**config.mk**
```make
export PLATFORM = sky130hd
export DESIGN_NAME = dram_test_mode
export DESIGN_NICKNAME = d
export VERILOG_FILES = /design/src/rtl/dram_tm_pkg.sv /design/src/rtl/tm_strobe_decode.sv /design/src/rtl/tm_mode_ctl.sv /design/src/rtl/tm_cell_array.sv /design/src/rtl/dram_test_mode.sv
export SDC_FILE = /design/constraint.sdc
export NUM_CORES = 2
export LEC_CHECK = 0
export BUFFER_PORTS_ARGS = -buffer_cell sky130_fd_sc_hd__clkbuf_2
export CORE_UTILIZATION = 40
export CTS_BUF_LIST = sky130_fd_sc_hd__clkbuf_4 sky130_fd_sc_hd__clkbuf_8 sky130_fd_sc_hd__clkbuf_16
export CTS_CLUSTER_SIZE = 8
export DETAILED_ROUTE_END_ITERATION = 10
export GPL_ROUTABILITY_DRIVEN = 0
export SLEW_MARGIN = 15
export SYNTH_ARGS = -nofsm -noshare
export SYNTH_HDL_FRONTEND = slang
export SYNTH_SLANG_ARGS = --single-unit
```
**constraint.sdc**
```tcl
create_clock -name clk_i -period 3.31 [get_ports clk_i]
set_input_delay 0.331 -clock clk_i [delete_from_list [all_inputs] [get_ports clk_i]]
set_output_delay 0.331 -clock clk_i [all_outputs]
set_load 0.1 [all_outputs]
```
**src/rtl/dram_tm_pkg.sv**
```systemverilog
package dram_tm_pkg;
  // one-cycle events decoded from strobe ordering
  typedef struct packed {
    logic set_mode;  // WE and CAS low before RAS fall
    logic cbr_ref;   // CAS low, WE high before RAS fall
    logic row_act;   // RAS fall with CAS high
    logic ras_only;  // RAS rise after row access with no column access
    logic ras_rise;
    logic col_rd;
    logic col_wr;
  } strobe_ev_t;
endpackage

```
**src/rtl/tm_strobe_decode.sv**
```systemverilog
module tm_strobe_decode
  import dram_tm_pkg::*;
#(
  parameter int ROW_W = 4
) (
  input  logic             clk_i,
  input  logic             rst_ni,
  input  logic             ras_ni,
  input  logic             cas_ni,
  input  logic             we_ni,
  input  logic [ROW_W-1:0] row_i,
  output strobe_ev_t       ev_o,
  output logic [ROW_W-1:0] row_o
);
  logic ras_q, cas_q, row_open_q, col_seen_q;
  logic [ROW_W-1:0] row_q;
  logic ras_fall, ras_rise, cas_fall, col_ev;

  assign ras_fall = ras_q & ~ras_ni;
  assign ras_rise = ~ras_q & ras_ni;
  assign cas_fall = cas_q & ~cas_ni;
  assign col_ev   = cas_fall & ~ras_ni & row_open_q;

  always_comb begin
    ev_o.set_mode = ras_fall & ~cas_ni & ~we_ni;
    ev_o.cbr_ref  = ras_fall & ~cas_ni & we_ni;
    ev_o.row_act  = ras_fall & cas_ni;
    ev_o.ras_only = ras_rise & row_open_q & ~col_seen_q;
    ev_o.ras_rise = ras_rise;
    ev_o.col_rd   = col_ev & we_ni;
    ev_o.col_wr   = col_ev & ~we_ni;
  end

  assign row_o = row_q;

  always_ff @(posedge clk_i or negedge rst_ni) begin
    if (!rst_ni) begin
      ras_q      <= 1'b1;
      cas_q      <= 1'b1;
      row_open_q <= 1'b0;
      col_seen_q <= 1'b0;
      row_q      <= '0;
    end else begin
      ras_q <= ras_ni;
      cas_q <= cas_ni;
      if (ras_fall && cas_ni) begin
        row_open_q <= 1'b1;
        col_seen_q <= 1'b0;
        row_q      <= row_i;
      end else if (ras_rise) begin
        row_open_q <= 1'b0;
      end
      if (col_ev) col_seen_q <= 1'b1;
    end
  end
endmodule

```
**src/rtl/tm_mode_ctl.sv**
```systemverilog
module tm_mode_ctl
  import dram_tm_pkg::*;
(
  input  logic       clk_i,
  input  logic       rst_ni,
  input  strobe_ev_t ev_i,
  output logic       test_mode_o
);
  logic tm_q;

  always_ff @(posedge clk_i or negedge rst_ni) begin
    if (!rst_ni)                           tm_q <= 1'b0;
    else if (ev_i.set_mode)                tm_q <= 1'b1;
    else if (ev_i.cbr_ref || ev_i.ras_only) tm_q <= 1'b0;
  end

  assign test_mode_o = tm_q;
endmodule

```
**src/rtl/tm_cell_array.sv**
```systemverilog
module tm_cell_array #(
  parameter int ROW_W = 4,
  parameter int COL_W = 4,
  parameter int DQ_W  = 4,
  parameter int GRP_W = 2
) (
  input  logic             clk_i,
  input  logic             rst_ni,
  input  logic             wr_en_i,
  input  logic             test_i,
  input  logic [ROW_W-1:0] row_i,
  input  logic [COL_W-1:0] col_i,
  input  logic [DQ_W-1:0]  data_i,
  output logic [DQ_W-1:0]  rd_o
);
  localparam int AW    = ROW_W + COL_W;
  localparam int DEPTH = 1 << AW;
  localparam int GRP   = 1 << GRP_W;

  logic [DQ_W-1:0] mem [DEPTH];
  logic [DQ_W-1:0] grp_w [GRP];
  logic [DQ_W-1:0] eq;
  logic [COL_W-GRP_W-1:0] col_hi;

  assign col_hi = col_i[COL_W-1:GRP_W];

  always_ff @(posedge clk_i or negedge rst_ni) begin
    if (!rst_ni) begin
      for (int i = 0; i < DEPTH; i++) mem[i] <= '0;
    end else if (wr_en_i) begin
      for (int k = 0; k < GRP; k++)
        if (test_i || col_i[GRP_W-1:0] == k[GRP_W-1:0])
          mem[{row_i, col_hi, k[GRP_W-1:0]}] <= data_i;
    end
  end

  for (genvar g = 0; g < GRP; g++) begin : g_grp
    assign grp_w[g] = mem[{row_i, col_hi, GRP_W'(g)}];
  end

  for (genvar b = 0; b < DQ_W; b++) begin : g_cmp
    always_comb begin
      eq[b] = 1'b1;
      for (int k = 1; k < GRP; k++)
        if (grp_w[k][b] != grp_w[0][b]) eq[b] = 1'b0;
    end
  end

  assign rd_o = test_i ? eq : mem[{row_i, col_i}];
endmodule

```
**src/rtl/dram_test_mode.sv**
```systemverilog
module dram_test_mode
  import dram_tm_pkg::*;
#(
  parameter int ROW_W  = 4,
  parameter int COL_W  = 4,
  parameter int DQ_W   = 4,
  localparam int ADDR_W = (ROW_W > COL_W) ? ROW_W : COL_W
) (
  input  logic              clk_i,
  input  logic              rst_ni,
  input  logic              ras_ni,
  input  logic              cas_ni,
  input  logic              we_ni,
  input  logic [ADDR_W-1:0] addr_i,
  input  logic [DQ_W-1:0]   dq_i,
  output logic [DQ_W-1:0]   dq_o,
  output logic              dq_oe_o,
  output logic              test_mode_o
);
  localparam int GRP_W = 2;

  strobe_ev_t       ev;
  logic [ROW_W-1:0] row;
  logic [DQ_W-1:0]  rd_data, rd_q;
  logic             oe_q, tm;

  tm_strobe_decode #(.ROW_W(ROW_W)) i_decode (
    .clk_i (clk_i), .rst_ni(rst_ni),
    .ras_ni(ras_ni), .cas_ni(cas_ni), .we_ni(we_ni),
    .row_i (addr_i[ROW_W-1:0]),
    .ev_o  (ev), .row_o(row)
  );

  tm_mode_ctl i_mode (
    .clk_i(clk_i), .rst_ni(rst_ni), .ev_i(ev), .test_mode_o(tm)
  );

  tm_cell_array #(.ROW_W(ROW_W), .COL_W(COL_W), .DQ_W(DQ_W), .GRP_W(GRP_W)) i_array (
    .clk_i  (clk_i), .rst_ni(rst_ni),
    .wr_en_i(ev.col_wr), .test_i(tm),
    .row_i  (row), .col_i(addr_i[COL_W-1:0]),
    .data_i (dq_i), .rd_o(rd_data)
  );

  always_ff @(posedge clk_i or negedge rst_ni) begin
    if (!rst_ni) begin
      rd_q <= '0;
      oe_q <= 1'b0;
    end else if (ev.col_rd) begin
      rd_q <= rd_data;
      oe_q <= 1'b1;
    end else if (ev.col_wr || ev.ras_rise || ev.set_mode || ev.cbr_ref) begin
      oe_q <= 1'b0;
    end
  end

  assign dq_o        = rd_q;
  assign dq_oe_o     = oe_q;
  assign test_mode_o = tm;
endmodule

```
-- Word-level counts from Yosys, hierarchy flattened
Index checks and enable logic that the tools add are counted.
- bits in registers: 1038
- input bits: 13
- output and inout port bits: 6
- word-level logic and storage cells: 383
- magnitude comparators: 9
- equal/unequal tests: 15
- mux-type cells: 55
- bitwise logic cells: 22
- reductions and logical operators: 18
- operator list (kind ; number):
    two-way mux 1024 bit ; 7
    bitwise mux 1024 bit ; 4
    binary-select mux 4 bit (select 8 bit) ; 5
    demux 4 bit (select 8 bit) ; 4
    two-way mux 4 bit ; 15
    >= comparator 9 bit (second input constant) ; 5
    inverter 8 -> 9 bit ; 5
    less-than comparator 9 x 1 -> 1 bit (second input constant) ; 4
    two-way mux 1 bit ; 20
    AND 1 bit ; 12
    != test 1 bit ; 12
    logical OR 1 bit ; 8
    nonzero test 2 bit ; 4
    logical AND 1 bit ; 5
    inverter 1 bit ; 5
    == test 2 bit (second input constant) ; 2
    == test 2 x 1 -> 1 bit (second input constant) ; 1
    zero test 2 bit ; 1

-- Depth between registers and ports, before layout
- depth after elaboration: 16
- mapped depth: 14
- gate-level depth less buffers: 8

-- Cells and area by module
Synthesis repeated with hierarchy kept, for this count alone.
- cells, all modules: 4123
- area, all modules: 51518.2 µm²
- modules (own cells, without submodules) (module ; instances ; cells an instance ; area each (µm²) ; seq. area each (µm²)):
    tm_cell_array ; 1 ; 4080 ; 50908.8 ; 25624.6
    tm_strobe_decode ; 1 ; 28 ; 385.4 ; 202.7
    dram_test_mode ; 1 ; 12 ; 187.7 ; 125.1
    tm_mode_ctl ; 1 ; 3 ; 36.3 ; 25.0

-- Worst setup path before layout
Ideal clock, no wire load.
- path kind: input port to flip-flop
- start point: in addr_i[0]
- end point: reg rd_q[1], in the netlist dq_o[1]
- setup time: 0.132 ns
- arrival: 2.659 ns
- required time: 3.178 ns
- slack: 0.519 ns
- cell stages on the path: 13
- path buffers: 5
- cells stage by stage: buf_4 > buf_4 > buf_2 > buf_2 > buf_2 > mux2i_1 > o22ai_1 > nor4_1 > o22ai_1 > nor2_1 > o211ai_1 > nor4_1 > a211oi_1
- word-level cells in the longest chain between the ends: 5
- RTL lines (what ; line ; source):
    start: declaration ; dram_test_mode.sv:14 ; input logic [ADDR_W-1:0] addr_i,
    inverter 8 -> 9 bit (not written as such) ; tm_cell_array.sv:49 ; assign rd_o = test_i ? eq : mem[{row_i, col_i}];
    binary-select mux 4 bit (select 8 bit) ; tm_cell_array.sv:49 ;
    two-way mux 4 bit (not written as such) (2 in series) ; tm_cell_array.sv:49 ;
    two-way mux 4 bit ; tm_cell_array.sv:49 ;
    end signal: assignment ; dram_test_mode.sv:50 ; rd_q <= rd_data;
    end: declaration ; dram_test_mode.sv:24 ; logic [DQ_W-1:0] rd_data, rd_q;
Every way passes these cells. The select of a mux whose other input is x is not followed.
A chain may end at the register's enable or synchronous reset.

-- Worst setup path in the final report
- start point: reg i_decode.row_q[0], in the netlist i_decode.row_o[0]
- end point: reg rd_q[3], in the netlist dq_o[3]
- word-level cells in the longest chain between the ends: 9
- elaborated cells between the ends (all ways): 27
- classes of those cells: 3 x eq/ne; 19 x mux; 5 x bitwise
- RTL lines (what ; line ; source):
    start: declaration ; tm_strobe_decode.sv:16 ; logic [ROW_W-1:0] row_q;
    start signal: assignment ; tm_strobe_decode.sv:49 ; row_q <= row_i;
    inverter 8 -> 9 bit (not written as such) ; tm_cell_array.sv:38 ; assign grp_w[g] = mem[{row_i, col_hi, GRP_W'(g)}];
    binary-select mux 4 bit (select 8 bit) ; tm_cell_array.sv:38 ;
    two-way mux 4 bit (not written as such) (2 in series) ; tm_cell_array.sv:38 ;
    != test 1 bit ; tm_cell_array.sv:45 ; if (grp_w[k][b] != grp_w[0][b]) eq[b] = 1'b0;
    two-way mux 1 bit (3 in series) ; tm_cell_array.sv:45 ;
    two-way mux 4 bit (*) ; tm_cell_array.sv:49 ;
Every way passes the cells marked *; elsewhere a longest branch is shown, timed or not. The select of a mux whose other input is x is not followed.

==> summary.md <==
| Metric | Value |
|---|---|
| Flops & latches, synth | `1038` |
| Layout cells sized above 1 | `0.407` |
| Pin count of the biggest net entering global routing | `111` |
| TritonCTS buffer count | `149` |
| Hold Path Class | `in -> async` |
| 1st-pass router iterations | `9` |
| Row count | `132` |
| GR Overflow Total | `0` |
| I/O Pins | `19` |
| Synth Instances | `4224` |
| DP Cell Count | `6071` |
| Crit-path cells | `buf_12 -> buf_4 -> inv_4 -> buf_12 -> a221o_1 -> a222oi_1 -> buf_4 -> nor2_2 -> or4_1 -> a311oi_2 -> a211oi_1` |
| First-pass GRT wire length | `290 mm` |
| PwrDens | `496 nW/um^2` |
| CTS tree | `yes` |
| Register area | `26000 sq um` |
| Vias post-DR | `40326` |
| Die area | `132000 sq um` |
| Setup violations, final | `2` |
| Syn nets | `4237` |
| PnR worst setup slack | `-0.0474 ns` |
| Port buffer count | `18` |
| Post-synth top area cell | `dfrtp_1` |
| Placeable Area | `129000 sq um` |
| Drt wl/cell | `31.6 um` |
| Clock Skew | `0.0360 ns` |
| Asr flop ratio synth | `1.00` |
| Pins Over Slew Limit | `0` |
| Placed Area | `57400 sq um` |
| RSZ-0062 raised after global routing | `yes` |
| Initial antenna violation count | `8` |
| Failing checks | `setup timing` |
| Worst setup EP type | `flop` |
| CP Data Arrival Time | `4.04 ns` |
| Synth area leaders | `dfrtp_1 50%, mux2_2 24%, mux2i_1 5.9%` |
| Slew headroom | `0.129` |
| Max IR drop VDD | `0.000384 V` |
| Iter 0 DRT Violations | `4748` |
| Final Hold Vio Count | `0` |
| WS Path Type | `reg -> reg` |
| Final core occ | `0.477` |
| Min Tclk post-route | `3.36 ns` |
| Final WL | `198 mm` |
| Hpwl dp | `138 mm` |
| Clock sinks | `1038` |
| Post-synthesis sequential area ratio | `0.498` |
| Netlist cell types | `84` |
| Chip Height | `363 um` |
| Least-Margin Pin Slew | `1.31 ns` |
| Worst-path clk slew | `0.06 ns` |
| Mapped Area | `52200 sq um` |
| Vias in the first global route | `40429` |
| Number of enable flip-flop cells after synthesis | `0` |
| Final period util | `1.01` |
| Number of fill cells | `11617` |
| Post-route setup TNS | `-0.0766 ns` |
| Die span in x | `363 um` |
| Critical path buffers and inverters | `5` |
| CP max-delay cell | `a222oi_1` |
| Post-DRT Antenna Nets | `0` |
| Area share of the largest cell type after synthesis | `0.497` |
| Crit path largest cell delay | `0.58 ns` |
| Leak | `28.8 nW` |
| Syn Area/Cell | `12.4 sq um` |
| Layout Nets | `4502` |
| Status | `complete, but fails checks` |
| Multi-input gate area | `24700 sq um` |
| Final Power | `30.6 mW` |
| H-Tree Depth | `4` |
| Synth warn | `0` |
| Number of max-cap violations | `0` |
| # DRC | `0` |
| Clock Latency Late Sink | `0.81 ns` |
| Initial core utilization | `0.403` |
| Final instance area | `61700 sq um` |
| Setup crit start kind | `flop` |
| Largest delay share family, worst path | `compound AO/OA/AOI/OAI gates` |
| Max Clock Freq | `0.298 GHz` |
| Area growth from synthesis to layout | `18.3%` |
| Crit path max fanout | `20` |
| Top post-synthesis cells by count | `1106 x mux2_2, 1036 x dfrtp_1, 306 x mux2i_1, 279 x nor2_1, 211 x clkbuf_1` |
| Final Instance Count excl. Fillers | `6265` |
| CP required | `3.99 ns` |
| Total GRT Usage | `0.300` |
| Clock Tree Root | `clkbuf_16` |
| Via density per instance | `6.44` |
| Main synth FF type | `dfrtp_1` |
| Most common cell in the netlist | `mux2_2` |
| Clk buf depth | `3` |
==> through the flow <==
stage / worst slack [ns] / hold slack (ns)
2_1_floorplan: 0.519 / 0.0354
3_3_place_gp: -0.174 / 0.339
6_report: -0.0474 / 0.109
3_5_place_dp: -0.158 / 0.338
5_1_grt: -0.0413 / 0.123
4_1_cts: -0.00467 / 0.0942
==> power by group <==
group          switching [mW]  internal, mW  leakage (nW)
sequential              0.160          12.9          14.5
clock                    5.80          8.27          2.03
combinational            2.44          1.07          12.3
==> area by class of cell <==
type	count	area share
Timing Repair Buffer	477	0.0763
Inverter	11	0.000729
Tap cell	1742	0.0353
Sequential cell	1038	0.421
Clock inverter	17	0.00426
Multi-Input combinational cell	2812	0.400
Antenna cell	6	0.000243
Clock buffer	162	0.0625
==> what timing repair did <==
item / CTS / global route
pin swaps: 5 / 2
hold endpoints to repair: 157 / 0
hold buffers: 4 / 0
resized for setup: 6 / 15
setup buffers: 0 / 5
setup endpoints to repair: 2 / 4
==> sequential cells by signal, indices dropped and copies added (netlist names) <==
signal and cells:
i_decode.row_open_q 1, dq_o 4, i_decode.row_o 4, i_mode.test_mode_o 1
i_array.mem 1024, dq_oe_o 1, i_decode.col_seen_q 1, i_decode.cas_q 1
i_decode.ras_q 1
==> worst reg2reg max path, cell delays in order, from the launching register on <==
cell and delay (ns):
dfrtp_4 0.44, buf_12 0.18, buf_4 0.16, inv_4 0.11
buf_12 0.21, a221o_1 0.36, a222oi_1 0.58, buf_4 0.22
nor2_2 0.08, or4_1 0.56, a311oi_2 0.24, a211oi_1 0.08
==> cells by family (layout without fill, tap and decap cells) <==
kind of cell / count (synthesis) / after routing / share of synthesized area
mux: 1438 / 1438 / 0.308
flops: 1038 / 1038 / 0.498
compound gates: 731 / 731 / 0.102
simple gates: 643 / 643 / 0.0593
buf+inv: 374 / 667 / 0.0330
other cells: 0 / 6 / 0
==> metal layers <==
metal	global-route usage	wire [um]
met3	0.0876	20800
met2	0.433	84100
met5	0.00327	195
met4	0.169	12200
met1	0.400	80500
==> layout by cell type, fill, tap and decap left out, drive strengths merged, types with 7 or more instances in the layout <==
cell / count
a2111oi: 8
a211o: 8
a211oi: 25
a21oi: 89
a221o: 39
a221oi: 49
a222oi: 19
a22o: 42
a22oi: 132
a31oi: 29
a41oi: 10
and2: 11
and3: 18
and3b: 7
buf: 459
clkbuf: 176
clkinv: 11
dfrtp: 1036
inv: 16
mux2: 1108
mux2i: 306
mux4: 24
nand2: 131
nand2b: 11
nand3: 64
nand4: 13
nand4b: 9
nor2: 279
nor2b: 11
nor3: 16
nor4: 26
o211ai: 15
o21ai: 75
o221ai: 12
o22ai: 114
o2bb2ai: 15
or4: 7
==> worst paths after layout <==
| kind | from | endpoint | slack [ns] | depth (start not counted) |
|---|---|---|---|---|
| worst max-delay path | i_decode.row_o[0]$_DFFE_PN0P_ | dq_o[3]$_DFFE_PN0P_ | -0.05 | 11 |
| worst min-delay path | rst_ni | i_array.mem[411]$_DFFE_PN0P_ | 0.11 | 2 |
| worst max register to register | i_decode.row_o[0]$_DFFE_PN0P_ | dq_o[3]$_DFFE_PN0P_ | -0.05 | 11 |
| worst min register to register | i_array.mem[225]$_DFFE_PN0P_ | i_array.mem[225]$_DFFE_PN0P_ | 0.50 | 1 |
| max in group asynchronous | rst_ni | i_array.mem[343]$_DFFE_PN0P_ | 2.04 | 4 |
| min in group clk_i | addr_i[0] | i_decode.row_o[0]$_DFFE_PN0P_ | 0.15 | 4 |
Power figures use the tool's default switching activity.
